$ cat src/rtl/ctsx_pkg.sv
package ctsx_pkg;

    localparam int BIT_TICKS  = 16;
    localparam int HALF_TICKS = BIT_TICKS / 2;
    localparam int CNT_W      = $clog2(2 * BIT_TICKS + 1);

    typedef enum logic [2:0] {
        ST_IDLE,
        ST_START,
        ST_DATA,
        ST_PARITY,
        ST_STOP
    } tx_state_t;

    typedef struct packed {
        logic [3:0]       nbits;
        logic             par_en;
        logic             par_odd;
        logic [CNT_W-1:0] stop_ticks;
    } frame_cfg_t;

    function automatic frame_cfg_t decode_frame(
        input logic [1:0] len_sel,
        input logic       par_en,
        input logic       par_odd,
        input logic       stop_two
    );
        frame_cfg_t c;
        c.nbits   = 4'd5 + {2'b00, len_sel};
        c.par_en  = par_en;
        c.par_odd = par_odd;
        if (!stop_two)
            c.stop_ticks = CNT_W'(BIT_TICKS);
        else if (len_sel == 2'b00)
            c.stop_ticks = CNT_W'(BIT_TICKS + HALF_TICKS);
        else
            c.stop_ticks = CNT_W'(2 * BIT_TICKS);
        return c;
    endfunction

endpackage

$ cat src/rtl/ctsx_tick_counter.sv
module ctsx_tick_counter #(
    parameter int W = 6
) (
    input  logic         clk,
    input  logic         rst_n,
    input  logic         tick,
    input  logic         clr,
    output logic [W-1:0] count
);

    always_ff @(posedge clk or negedge rst_n) begin
        if (!rst_n)
            count <= '0;
        else if (tick)
            count <= clr ? '0 : count + W'(1);
    end

endmodule

$ cat src/rtl/ctsx_shifter.sv
module ctsx_shifter #(
    parameter int DW = 8
) (
    input  logic          clk,
    input  logic          rst_n,
    input  logic          load,
    input  logic          shift,
    input  logic [DW-1:0] din,
    input  logic [3:0]    nbits,
    input  logic          par_odd,
    output logic          lsb,
    output logic          par_bit
);

    logic [DW-1:0] sh_q;
    logic          par_q;
    logic          par_calc;

    // parity over the active data bits only
    always_comb begin
        par_calc = par_odd;
        for (int i = 0; i < DW; i++) begin
            if (i < int'(nbits))
                par_calc = par_calc ^ din[i];
        end
    end

    always_ff @(posedge clk or negedge rst_n) begin
        if (!rst_n) begin
            sh_q  <= '0;
            par_q <= 1'b0;
        end else if (load) begin
            sh_q  <= din;
            par_q <= par_calc;
        end else if (shift) begin
            sh_q  <= {1'b0, sh_q[DW-1:1]};
        end
    end

    assign lsb     = sh_q[0];
    assign par_bit = par_q;

endmodule

$ cat src/rtl/ctsx_cts_gate.sv
module ctsx_cts_gate (
    input  logic clk,
    input  logic rst_n,
    input  logic sample,
    input  logic auto_en,
    input  logic cts,
    output logic permit
);

    always_ff @(posedge clk or negedge rst_n) begin
        if (!rst_n)
            permit <= 1'b0;
        else if (sample)
            permit <= !auto_en || cts;
    end

endmodule

$ cat src/rtl/cts_gated_uart_tx.sv
module cts_gated_uart_tx
    import ctsx_pkg::*;
#(
    parameter int DATA_W = 8
) (
    input  logic              clk,
    input  logic              rst_n,
    input  logic              tick_16x,
    input  logic [DATA_W-1:0] q_data,
    input  logic              q_valid,
    output logic              q_take,
    input  logic [1:0]        len_sel,
    input  logic              par_en,
    input  logic              par_odd,
    input  logic              stop_two,
    input  logic              auto_cts_en,
    input  logic              cts,
    input  logic              brk,
    output logic              txd,
    output logic              busy,
    output logic              tx_empty
);

    tx_state_t        state_q, state_d;
    frame_cfg_t       cfg_q;
    logic [CNT_W-1:0] cnt;
    logic [CNT_W-1:0] cnt_nx;
    logic [3:0]       bit_idx_q;
    logic             clr_cnt, load, shift, sample;
    logic             bit_end, stop_mid, stop_end, last_data;
    logic             permit, lsb, par_bit;
    logic             line_bit;

    ctsx_tick_counter #(.W(CNT_W)) u_cnt (
        .clk   (clk),
        .rst_n (rst_n),
        .tick  (tick_16x),
        .clr   (clr_cnt),
        .count (cnt)
    );

    ctsx_shifter #(.DW(DATA_W)) u_shift (
        .clk     (clk),
        .rst_n   (rst_n),
        .load    (load),
        .shift   (shift),
        .din     (q_data),
        .nbits   (decode_frame(len_sel, par_en, par_odd, stop_two).nbits),
        .par_odd (par_odd),
        .lsb     (lsb),
        .par_bit (par_bit)
    );

    ctsx_cts_gate u_gate (
        .clk     (clk),
        .rst_n   (rst_n),
        .sample  (sample),
        .auto_en (auto_cts_en),
        .cts     (cts),
        .permit  (permit)
    );

    assign cnt_nx    = cnt + CNT_W'(1);
    assign bit_end   = tick_16x && (cnt == CNT_W'(BIT_TICKS - 1));
    assign stop_mid  = tick_16x && (cnt_nx == cfg_q.stop_ticks - CNT_W'(HALF_TICKS));
    assign stop_end  = tick_16x && (cnt_nx == cfg_q.stop_ticks);
    assign last_data = (bit_idx_q == cfg_q.nbits - 4'd1);

    // next-state logic
    always_comb begin
        state_d = state_q;
        clr_cnt = 1'b0;
        load    = 1'b0;
        shift   = 1'b0;
        sample  = 1'b0;
        unique case (state_q)
            ST_IDLE: begin
                clr_cnt = 1'b1;
                if (tick_16x && q_valid && (!auto_cts_en || cts)) begin
                    load    = 1'b1;
                    state_d = ST_START;
                end
            end
            ST_START: begin
                if (bit_end) begin
                    clr_cnt = 1'b1;
                    state_d = ST_DATA;
                end
            end
            ST_DATA: begin
                if (bit_end) begin
                    clr_cnt = 1'b1;
                    if (last_data)
                        state_d = cfg_q.par_en ? ST_PARITY : ST_STOP;
                    else
                        shift = 1'b1;
                end
            end
            ST_PARITY: begin
                if (bit_end) begin
                    clr_cnt = 1'b1;
                    state_d = ST_STOP;
                end
            end
            ST_STOP: begin
                sample = stop_mid;
                if (stop_end) begin
                    clr_cnt = 1'b1;
                    if (permit && q_valid) begin
                        load    = 1'b1;
                        state_d = ST_START;
                    end else begin
                        state_d = ST_IDLE;
                    end
                end
            end
            default: state_d = ST_IDLE;
        endcase
    end

    // state register and per-character context
    always_ff @(posedge clk or negedge rst_n) begin
        if (!rst_n) begin
            state_q   <= ST_IDLE;
            cfg_q     <= '0;
            bit_idx_q <= '0;
        end else begin
            state_q <= state_d;
            if (load) begin
                cfg_q     <= decode_frame(len_sel, par_en, par_odd, stop_two);
                bit_idx_q <= '0;
            end else if (shift) begin
                bit_idx_q <= bit_idx_q + 4'd1;
            end
        end
    end

    // outputs
    always_comb begin
        unique case (state_q)
            ST_IDLE:   line_bit = 1'b1;
            ST_START:  line_bit = 1'b0;
            ST_DATA:   line_bit = lsb;
            ST_PARITY: line_bit = par_bit;
            ST_STOP:   line_bit = 1'b1;
            default:   line_bit = 1'b1;
        endcase
        txd      = brk ? 1'b0 : line_bit;
        busy     = (state_q != ST_IDLE);
        tx_empty = (state_q == ST_IDLE) && !q_valid;
        q_take   = load;
    end

endmodule

$ cat config.mk
export PLATFORM = sky130hd
export DESIGN_NAME = cts_gated_uart_tx
export DESIGN_NICKNAME = d
export VERILOG_FILES = /design/src/rtl/ctsx_pkg.sv /design/src/rtl/ctsx_tick_counter.sv /design/src/rtl/ctsx_shifter.sv /design/src/rtl/ctsx_cts_gate.sv /design/src/rtl/cts_gated_uart_tx.sv
export SDC_FILE = /design/constraint.sdc
export NUM_CORES = 1
export LEC_CHECK = 0
export CORE_MARGIN = 4
export CORE_UTILIZATION = 40
export DETAILED_ROUTE_END_ITERATION = 12
export PLACE_DENSITY = 0.66
export RECOVER_POWER = 50
export REMOVE_ABC_BUFFERS = 1
export SYNTH_ARGS = -nofsm -noshare
export SYNTH_HDL_FRONTEND = slang
export SYNTH_HIERARCHICAL = 1
export SYNTH_SLANG_ARGS = --single-unit
$ cat constraint.sdc
create_clock -name clk -period 2.8 [get_ports clk]
set_input_delay 0.28 -clock clk [delete_from_list [all_inputs] [get_ports clk]]
set_output_delay 0.28 -clock clk [all_outputs]
set_load 0.005 [all_outputs]
# == Word level (Yosys, flattened, before mapping) ==
# Index checks and enable logic that the tools add are counted.
# op_classes
n_reduce_logical,16
shifts,0
mul,0
order_cmp,8
n_eq_ne,14
add_sub_neg,5
muxes,37
div,0
bitwise_logic,8
# op_table
operator,count
$mux 3,7
$mux 1,19
$mux 6,3
$lt 3x4->1 const A,4
$mux 8,2
$pmux 3 s5,1
$eq 6x6->1,2
$ne 2x2->1 const B,6
$lt 1x4->1 const A,2
$lt 2x4->1 const A,2
$mux 4,2
$xor 1x1->1,8
$logic_and 1x1->1,7
$add 6x1->6 const B,1
$eq 3x2->1 const B,2
$eq 6x4->1 const B,1
$pmux 1 s3,2
$reduce_and 6->1,1
$sub 6x4->6 const B,1
$add 3x2->4 const A,1
$add 4x1->4 const B,1
$eq 4x4->1,1
$sub 4x1->4 const B,1
$eq 3x1->1 const B,1
9 further kinds,10
# word_totals
romBits,0
regBits,34
n_memories,0
inputBits,20
ram_bits,0
latchBits,0
elab_cells,97

# == Longest topological paths before layout ==
# Gate-level depths: netlist of run 1.
# logic_depth
word_depth,17
ltp_mapped,9

# == Hierarchy ==
# Netlist of run 1, hierarchy kept.
# modules_own_cells
module,area_per_inst_um2,seq_area_each_um2,cells_per_inst,n_inst
cts_gated_uart_tx,1107.3,375.4,118,1
ctsx_shifter,625.6,225.2,65,1
ctsx_tick_counter,319.1,150.1,29,1
ctsx_cts_gate,38.8,25.0,4,1

# == Worst setup path before layout of run 1 ==
# No wires, ideal clock.
# synth_path
path_type,input to register
startpoint,in len_sel[0]
endpoint,reg u_shift.par_q (netlist: u_shift/par_bit)
t_arrival_ns,2.074
slack_ns,0.601
cell_stages,7
required_ns,2.675
path_cell_list,inv_1 > ha_1 > maj3_1 > o221ai_2 > xnor2_1 > xnor3_1 > mux2_4
# synth_via
elab_chain_len,17
# synth_lines
item,line,source
from (decl),cts_gated_uart_tx.sv:12,"input logic [1:0] len_sel,"
$add 3x2->4 (*),ctsx_pkg.sv:29,"c.nbits = 4'd5 + {2'b00, len_sel};"
$lt 1x4->1,ctsx_shifter.sv:23,if (i < int'(nbits))
$mux 1,ctsx_shifter.sv:23,
$xor 1x1->1,ctsx_shifter.sv:24,par_calc = par_calc ^ din[i];
$mux 1,ctsx_shifter.sv:23,
$xor 1x1->1,ctsx_shifter.sv:24,
$mux 1,ctsx_shifter.sv:23,
$xor 1x1->1,ctsx_shifter.sv:24,
$mux 1,ctsx_shifter.sv:23,
$xor 1x1->1,ctsx_shifter.sv:24,
$mux 1,ctsx_shifter.sv:23,
$xor 1x1->1,ctsx_shifter.sv:24,
$mux 1,ctsx_shifter.sv:23,
$xor 1x1->1,ctsx_shifter.sv:24,
$mux 1,ctsx_shifter.sv:23,
$xor 1x1->1,ctsx_shifter.sv:24,
$mux 1 (*),ctsx_shifter.sv:23,
to (signal assigned),ctsx_shifter.sv:34,par_q <= par_calc;
to (decl),ctsx_shifter.sv:16,logic par_q;
# Every way passes the cells marked *; elsewhere a longest branch is shown, timed or not.
# A chain may end at the register's enable or synchronous reset.

# == Final worst setup path of run 1 ==
# layout_path
startpoint,reg u_cnt.count[3]
endpoint,out q_take
# layout_via
elab_chain_len,5
# layout_lines
item,line,source
from (decl),ctsx_tick_counter.sv:8,output logic [W-1:0] count
from (signal assigned),ctsx_tick_counter.sv:15,count <= clr ? '0 : count + W'(1);
$add 6x1->6,cts_gated_uart_tx.sv:63,assign cnt_nx = cnt + CNT_W'(1);
$eq 6x6->1,cts_gated_uart_tx.sv:66,assign stop_end = tick_16x && (cnt_nx == cfg_q.stop_ticks);
$logic_and 1x1->1,cts_gated_uart_tx.sv:66,
$mux 1,cts_gated_uart_tx.sv:107,if (stop_end) begin
$pmux 1 s2,cts_gated_uart_tx.sv:76,unique case (state_q)
to (decl),cts_gated_uart_tx.sv:11,"output logic q_take,"
# Every way passes these cells.

==> run summary, run 1 <==
Status: finished with violations
Failing checks: max-capacitance violations, max-slew violations
Post-synth EDFFs: 0
Die width: 80.3 um
Period minus WS final: 2.62 ns
CP Max Fanout: 6
Full die area: 0.00645 mm^2
Synth warn: 6
Area Overhead vs Synth: 18.0%
Grt ovf: 0
DRT iter0 DRCs: 74
Vias: 1599
Fraction of synthesized area in multiplexers: 8.02%
Fmax: 0.382 GHz
Worst Setup Path Type: flip-flop to output port
R2R setup slack: 0.48 ns
Reg2reg end: u_shift/par_bit$_DFFE_PN0P_
Post-CTS Resized: 0
Commonest non-fill, non-tap cells in the layout: dfrtp_1 (31), nand2_1 (23), clkdlybuf4s50_1 (21), inv_1 (15)
CTS H-Tree Depth: 2
Fillers: 510
XOR/XNOR Fraction of Synth Area: 8.50%
Post-Synth Simple-Gate Area: 20.2%
Sw Ratio: 38.6%
DRT Pass-1 Iters: 4
Final Wtd Congestion: 0.845
Post CTS Setup Buffer Count: 0
I/O pins: 24
Worst Setup Start Kind: flip-flop
Global-route wire length before repair: 7.21 mm
Antenna Cells: 0
# hold bufs at CTS: 0
Avg Inst Size Synth: 9.68 um^2
Routed Antenna Nets: 0
Root Driver: clkbuf_8
PortBufs: 23
Max Slew Vio Count: 32
Clk sinks: 31
Post-DP HPWL: 3.05 mm
Synth Area in Adders: 4.55%
Required time of the critical path: 2.52 ns
Main synth FF type: dfrtp_1
Num CTS Buffers: 5
Post-Syn Area: 0.00209 mm^2
Hold Violations, Final: 0
Core ar.: 0.00507 mm^2
WL final: 4.07 mm
Least-Margin Pin Slew: 1.66 ns
Max rail drop VDD: 0.294 mV
Initial antenna violation count: 0
Ratio of cells with drive above 1 in the final layout: 13.0%
Clk_skew: 0.00673 ns
Worst-skew pair later-pin latency: 0.28 ns
Tcrit/Tclk final: 93.6%
Async SR Flop Fraction: 100%
Comb power frac: 43.3%
RSZ-0062 raised after global routing: no
Hold WC Path Type: flip-flop to flip-flop
Row count: 26
Setup crit end kind: output port
Crit path DAT: 2.34 ns
Sequential share of the synthesized area: 37.1%
Final setup fails: 0
Wire length per cell: 12.9 um
Max-cap violations: 1
Post-place setup slack: 0.0446 ns
Slew HR: -10.9%
Total Routing Usage GR: 14.3%
Vias in the first global route: 1557
CTS tree: yes
CP endpoint: q_take
Worst Slack Setup Final: 0.179 ns
Final nets: 271
LEAKAGE: 1.04 nW
Seq cells post-synth: 31
P per Cell Area: 832 mW/mm^2
Commonest non-fill, non-tap cell in the layout: dfrtp_1
Clock power frac: 16.6%
Post-route setup TNS: 0 ns
Die Y-Extent: 80.3 um
Sequential share of power: 40.1%
Combinational family with the most area after synthesis: simple AND/OR/NAND/NOR gates
Clock slew at reported path FFs: 0.07 ns
Vias per inst: 5.06
DRC Markers: 0
Reg2reg start: u_cnt/count[3]$_DFFE_PN0P_
Worst reg-to-reg path cell count: 6
Synth Instances: 216
Net Switching: 0.793 mW
Distinct cells, synth: 52
Pin count of the biggest net entering global routing: 36
CTS max path bufs: 2
Worst Setup SP: u_cnt/count[3]$_DFFE_PN0P_
Initial Util: 41.2%
Power Internal: 1.26 mW
Compound-Gate Fraction of Synth Area: 15.9%
==> cell families after synthesis <==
family | after synthesis
fa+ha+maj | 8
buf+inv | 22
mux | 15
compound gates | 48
xor+xnor | 17
simple gates | 75
flops | 31
==> worst min-delay path by stage <==
| stage | start | to | slack [ns] | cells after the start |
|---|---|---|---|---|
| 2_1_floorplan | rst_n | bit_idx_q[0]$_DFFE_PN0P_ | -0.02 | 0 |
| 3_3_place_gp | cfg_q[5]$_DFFE_PN0P_ | cfg_q[5]$_DFFE_PN0P_ | 0.52 | 1 |
| 3_5_place_dp | cfg_q[5]$_DFFE_PN0P_ | cfg_q[5]$_DFFE_PN0P_ | 0.52 | 1 |
| 4_1_cts | rst_n | u_cnt/count[1]$_DFFE_PN0P_ | 0.39 | 2 |
| 5_1_grt | cfg_q[11]$_DFFE_PN0P_ | cfg_q[11]$_DFFE_PN0P_ | 0.56 | 1 |
| 6_report | cfg_q[11]$_DFFE_PN0P_ | cfg_q[11]$_DFFE_PN0P_ | 0.53 | 1 |
==> critical path: stages, from the launching register on <==
cell and delay [ns]:
dfrtp_1 0.49, nand4_2 0.19, or4b_1 0.55, o211ai_2 0.13, o2bb2ai_4 0.17, clkdlybuf4s50_1 0.53
==> Yosys cell counts (4+ instances only) <==
library cell / instances / area (um^2)
nor2_1: 14 / 52.6
ha_1: 6 / 75.1
o22ai_1: 4 / 25.0
xor2_1: 6 / 52.6
buf_6: 5 / 56.3
a21oi_1: 14 / 70.1
xnor2_1: 9 / 78.8
inv_1: 15 / 56.3
nand2_1: 23 / 86.3
mux2i_1: 10 / 100
o21ai_0: 13 / 65.1
dfrtp_1: 31 / 776
a31oi_1: 4 / 25.0
nand4_1: 5 / 31.3
nand2b_1: 4 / 25.0
==> routing by layer <==
| layer | vias up | wire, um | GRT usage [%] |
|---|---|---|---|
| met5 | - | 0 | 0 |
| met4 | 0 | 13 | 4.22 |
| met3 | 2 | 223 | 4.48 |
| met2 | 32 | 1840 | 22.5 |
| met1 | 743 | 1990 | 18.7 |
| li1 | 822 | - | - |
==> registers in the layout, indices dropped and copies added, names as in the netlist <==
signal and flops:
cfg_q 8, u_gate/permit 1, u_cnt/count 6, state_q 3, u_shift/sh_q 8, u_shift/par_bit 1
bit_idx_q 4
==> final cells by class <==
class	count	area [um^2]	area share (%)
clock inverter	1	5.00	0.203
multi-input combinational	163	1190	48.4
inverter	15	56.3	2.28
tap	70	87.6	3.55
clock buffer	7	76.3	3.09
sequential	31	776	31.4
timing repair buffer	29	272	11.0
==> power by group through the flow <==
stage	Clock (mW)	Combinational, mW	Sequential (mW)
2_1_floorplan	0	0.684	0.774
6_report	0.341	0.889	0.824
3_5_place_dp	0	0.899	0.832
3_3_place_gp	0	0.878	0.826
4_1_cts	0.359	0.902	0.822
5_1_grt	0.379	1.01	0.855
==> metrics by stage <==
| stage | utilization [%] | instance area (um^2) | hold slack (ns) | total power [mW] | cells |
|---|---|---|---|---|---|
| 6_report | 48.6 | 2470 | 0.534 | 2.05 | 316 |
| 5_1_grt | 48.6 | 2470 | 0.556 | 2.24 | 316 |
| 4_1_cts | 48.7 | 2470 | 0.395 | 2.08 | 316 |
| 3_5_place_dp | 47.1 | 2390 | 0.521 | 1.73 | 308 |
| 3_3_place_gp | 47.1 | 2390 | 0.520 | 1.70 | 308 |
| 2_1_floorplan | - | 2030 | -0.0156 | 1.46 | 209 |
Power figures use the tool's default switching activity.
==> run 2, diff against run 1 <==
CORE_UTILIZATION = 30   (was 40)
PLACE_DENSITY = 0.54   (was 0.66)
==> run 2 against run 1 <==
Compared with the run above:
- the run still ends with max-capacitance violations, max-slew violations left
- sequential power is essentially flat
- register-to-register slack lost 0.02 ns
- flip-flop and latch count did not move
- core utilization is 11 points lower
- combinational power increased by 1%
- worst hold slack better by 0.015 ns
- total power is 6.4% higher
- non-clock buffer count is the same
- sequential share of layout area down 0.85 points
- critical path depth is the same
- first-iteration DRC count fell by 11%
==> run summary, run 2 (synthesis gave the netlist of run 1 again) <==
Status: finished with violations
Failing checks: max-capacitance violations, max-slew violations
PortBufs: 23
Commonest non-fill, non-tap cell in the layout: dfrtp_1
DRC Markers: 0
Post CTS Setup Buffer Count: 0
Met2 usage: 17.3%
Routed Antenna Nets: 0
Worst Setup Path Type: flip-flop to output port
Wire length per cell: 12.6 um
Crit path DAT: 2.38 ns
Storage cell area: 776 um^2
Reg2reg end: cfg_q[5]$_DFFE_PN0P_
Total Routing Usage GR: 11.2%
Max incr delay on CP: 0.56 ns
Reg2reg start: u_cnt/count[3]$_DFFE_PN0P_
P per Cell Area: 862 mW/mm^2
Initial Util: 30.8%
Initial antenna violation count: 0
Vias: 1605
WL final: 4.32 mm
Die width: 91.5 um
RSZ-0062 raised after global routing: no
Buf/Inv on CP: 1
Commonest non-fill, non-tap cells in the layout: dfrtp_1 (31), nand2_1 (23), clkdlybuf4s50_1 (22), inv_1 (15)
Final Wtd Congestion: 0.818
DP Cell Count: 334
Max-cap violations: 1
DRT iter0 DRCs: 66
# hold bufs at CTS: 0
Ratio of cells with drive above 1 in the final layout: 13.8%
Area Overhead vs Synth: 21.3%
Grt ovf: 0
Global-route wire length before repair: 7.46 mm
Worst Setup Start Kind: flip-flop
Footprint of the multi-input gates: 0.00119 mm^2
Biggest regs: cfg_q x8, u_shift/sh_q x8, u_cnt/count x6
Required time of the critical path: 2.52 ns
Final cell count without fillers: 342
Hold Violations, Final: 0
Max Slew Vio Count: 32
Post-DP HPWL: 3.24 mm
Fin Hold WS: 0.549 ns
Worst path depth: 5
Max rail drop VDD: 0.388 mV
Final nets: 271
CTS tree: yes
Slew HR: -16.8%
Final setup fails: 0
I/O pins: 24
Clk_skew: 0.0123 ns
LEAKAGE: 1.05 nW
CP Max Fanout: 6
CTS max path bufs: 2
CTS H-Tree Depth: 2
Worst Setup SP: u_cnt/count[3]$_DFFE_PN0P_
Root Driver: clkbuf_8
Clock slew at reported path FFs: 0.07 ns
Period minus WS final: 2.66 ns
Critical Path Slowest Stage Cell: clkdlybuf4s50_1
Delay-heaviest family, CP: simple AND/OR/NAND/NOR gates
Worst reg-to-reg path cell count: 6
Setup crit end kind: output port
Vias in the first global route: 1621
Met1 Use GR: 14.9%
Hold WC Path Type: input pin to flip-flop
Vias per inst: 4.69
Crit-path cells: nand4_2 > or4b_1 > o211ai_2 > o2bb2ai_4 > clkdlybuf4s50_1
Pin count of the biggest net entering global routing: 36
Post-CTS Resized: 0
Post-route setup TNS: 0 ns
Clk sinks: 31
Met3 Use GR: 3.48%
Fin area: 0.00254 mm^2
Num CTS Buffers: 5
Full die area: 0.00837 mm^2
Placed cell areas: 0.00242 mm^2
Busiest grt layer: met2
Fmax: 0.377 GHz
DRT Pass-1 Iters: 4
R2R setup slack: 0.46 ns
Core ar.: 0.00679 mm^2
Least-Margin Pin Slew: 1.75 ns
Worst-skew pair later-pin latency: 0.28 ns
Fillers: 698
CP endpoint: q_take
Antenna Cells: 0
Tcrit/Tclk final: 94.9%
Row count: 30
Die Y-Extent: 91.5 um
-- run 2: through the flow --
step / setup WS, ns / power [mW] / util, %
2_1_floorplan: 0.601 / 1.46 / -
3_3_place_gp: 0.0767 / 1.71 / 35.7
3_5_place_dp: 0.0245 / 1.75 / 35.7
4_1_cts: 0.104 / 2.22 / 37.4
5_1_grt: 0.00855 / 2.38 / 37.3
6_report: 0.144 / 2.19 / 37.3
-- run 2: final cells by class --
cell class | instances | area share (%)
Timing Repair Buffer | 29 | 10.7
Tap cell | 96 | 4.74
Clock inverter | 2 | 1.38
Clock buffer | 6 | 3.26
Inverter | 15 | 2.22
Multi-Input combinational cell | 163 | 47.1
Sequential cell | 31 | 30.6
-- run 2: worst min-delay path by stage --
stage / from / to / slack, ns / depth (start not counted)
after CTS: rst_n / bit_idx_q[2]$_DFFE_PN0P_ / 0.41 / 2
after global routing: u_shift/sh_q[7]$_DFFE_PN0P_ / u_shift/sh_q[7]$_DFFE_PN0P_ / 0.57 / 2
after detailed placement: cfg_q[11]$_DFFE_PN0P_ / cfg_q[11]$_DFFE_PN0P_ / 0.54 / 1
after global placement: cfg_q[5]$_DFFE_PN0P_ / cfg_q[5]$_DFFE_PN0P_ / 0.53 / 1
final: par_en / cfg_q[7]$_DFFE_PN0P_ / 0.55 / 3
after floorplan: rst_n / bit_idx_q[0]$_DFFE_PN0P_ / -0.02 / 0
-- run 2: report_power, final --
group          total, mW  switching (mW)  internal (mW)
clock              0.461           0.173          0.288
sequential         0.824           0.204          0.620
combinational      0.900           0.432          0.468
total               2.19           0.809           1.38
-- run 2: metal layers --
| metal | vias to the layer above | wire length, um |
|---|---|---|
| met3 | 5 | 213 |
| met5 | - | 0 |
| met2 | 26 | 1860 |
| met4 | 0 | 43 |
| met1 | 746 | 2200 |
| li1 | 828 | - |
-- run 2: worst reg2reg max path, cell delays in order, from the launching register on --
cell and delay [ns]:
dfrtp_1 0.50, nand4_2 0.19, or4b_1 0.55, o211ai_2 0.14, o2bb2ai_4 0.16, buf_4 0.34
mux2_4 0.34
==> run 3, diff against run 2 <==
RECOVER_POWER = 25   (was 50)
==> results of run 3 <==
The final DEF is identical to that of run 2; final timing and power are the same.
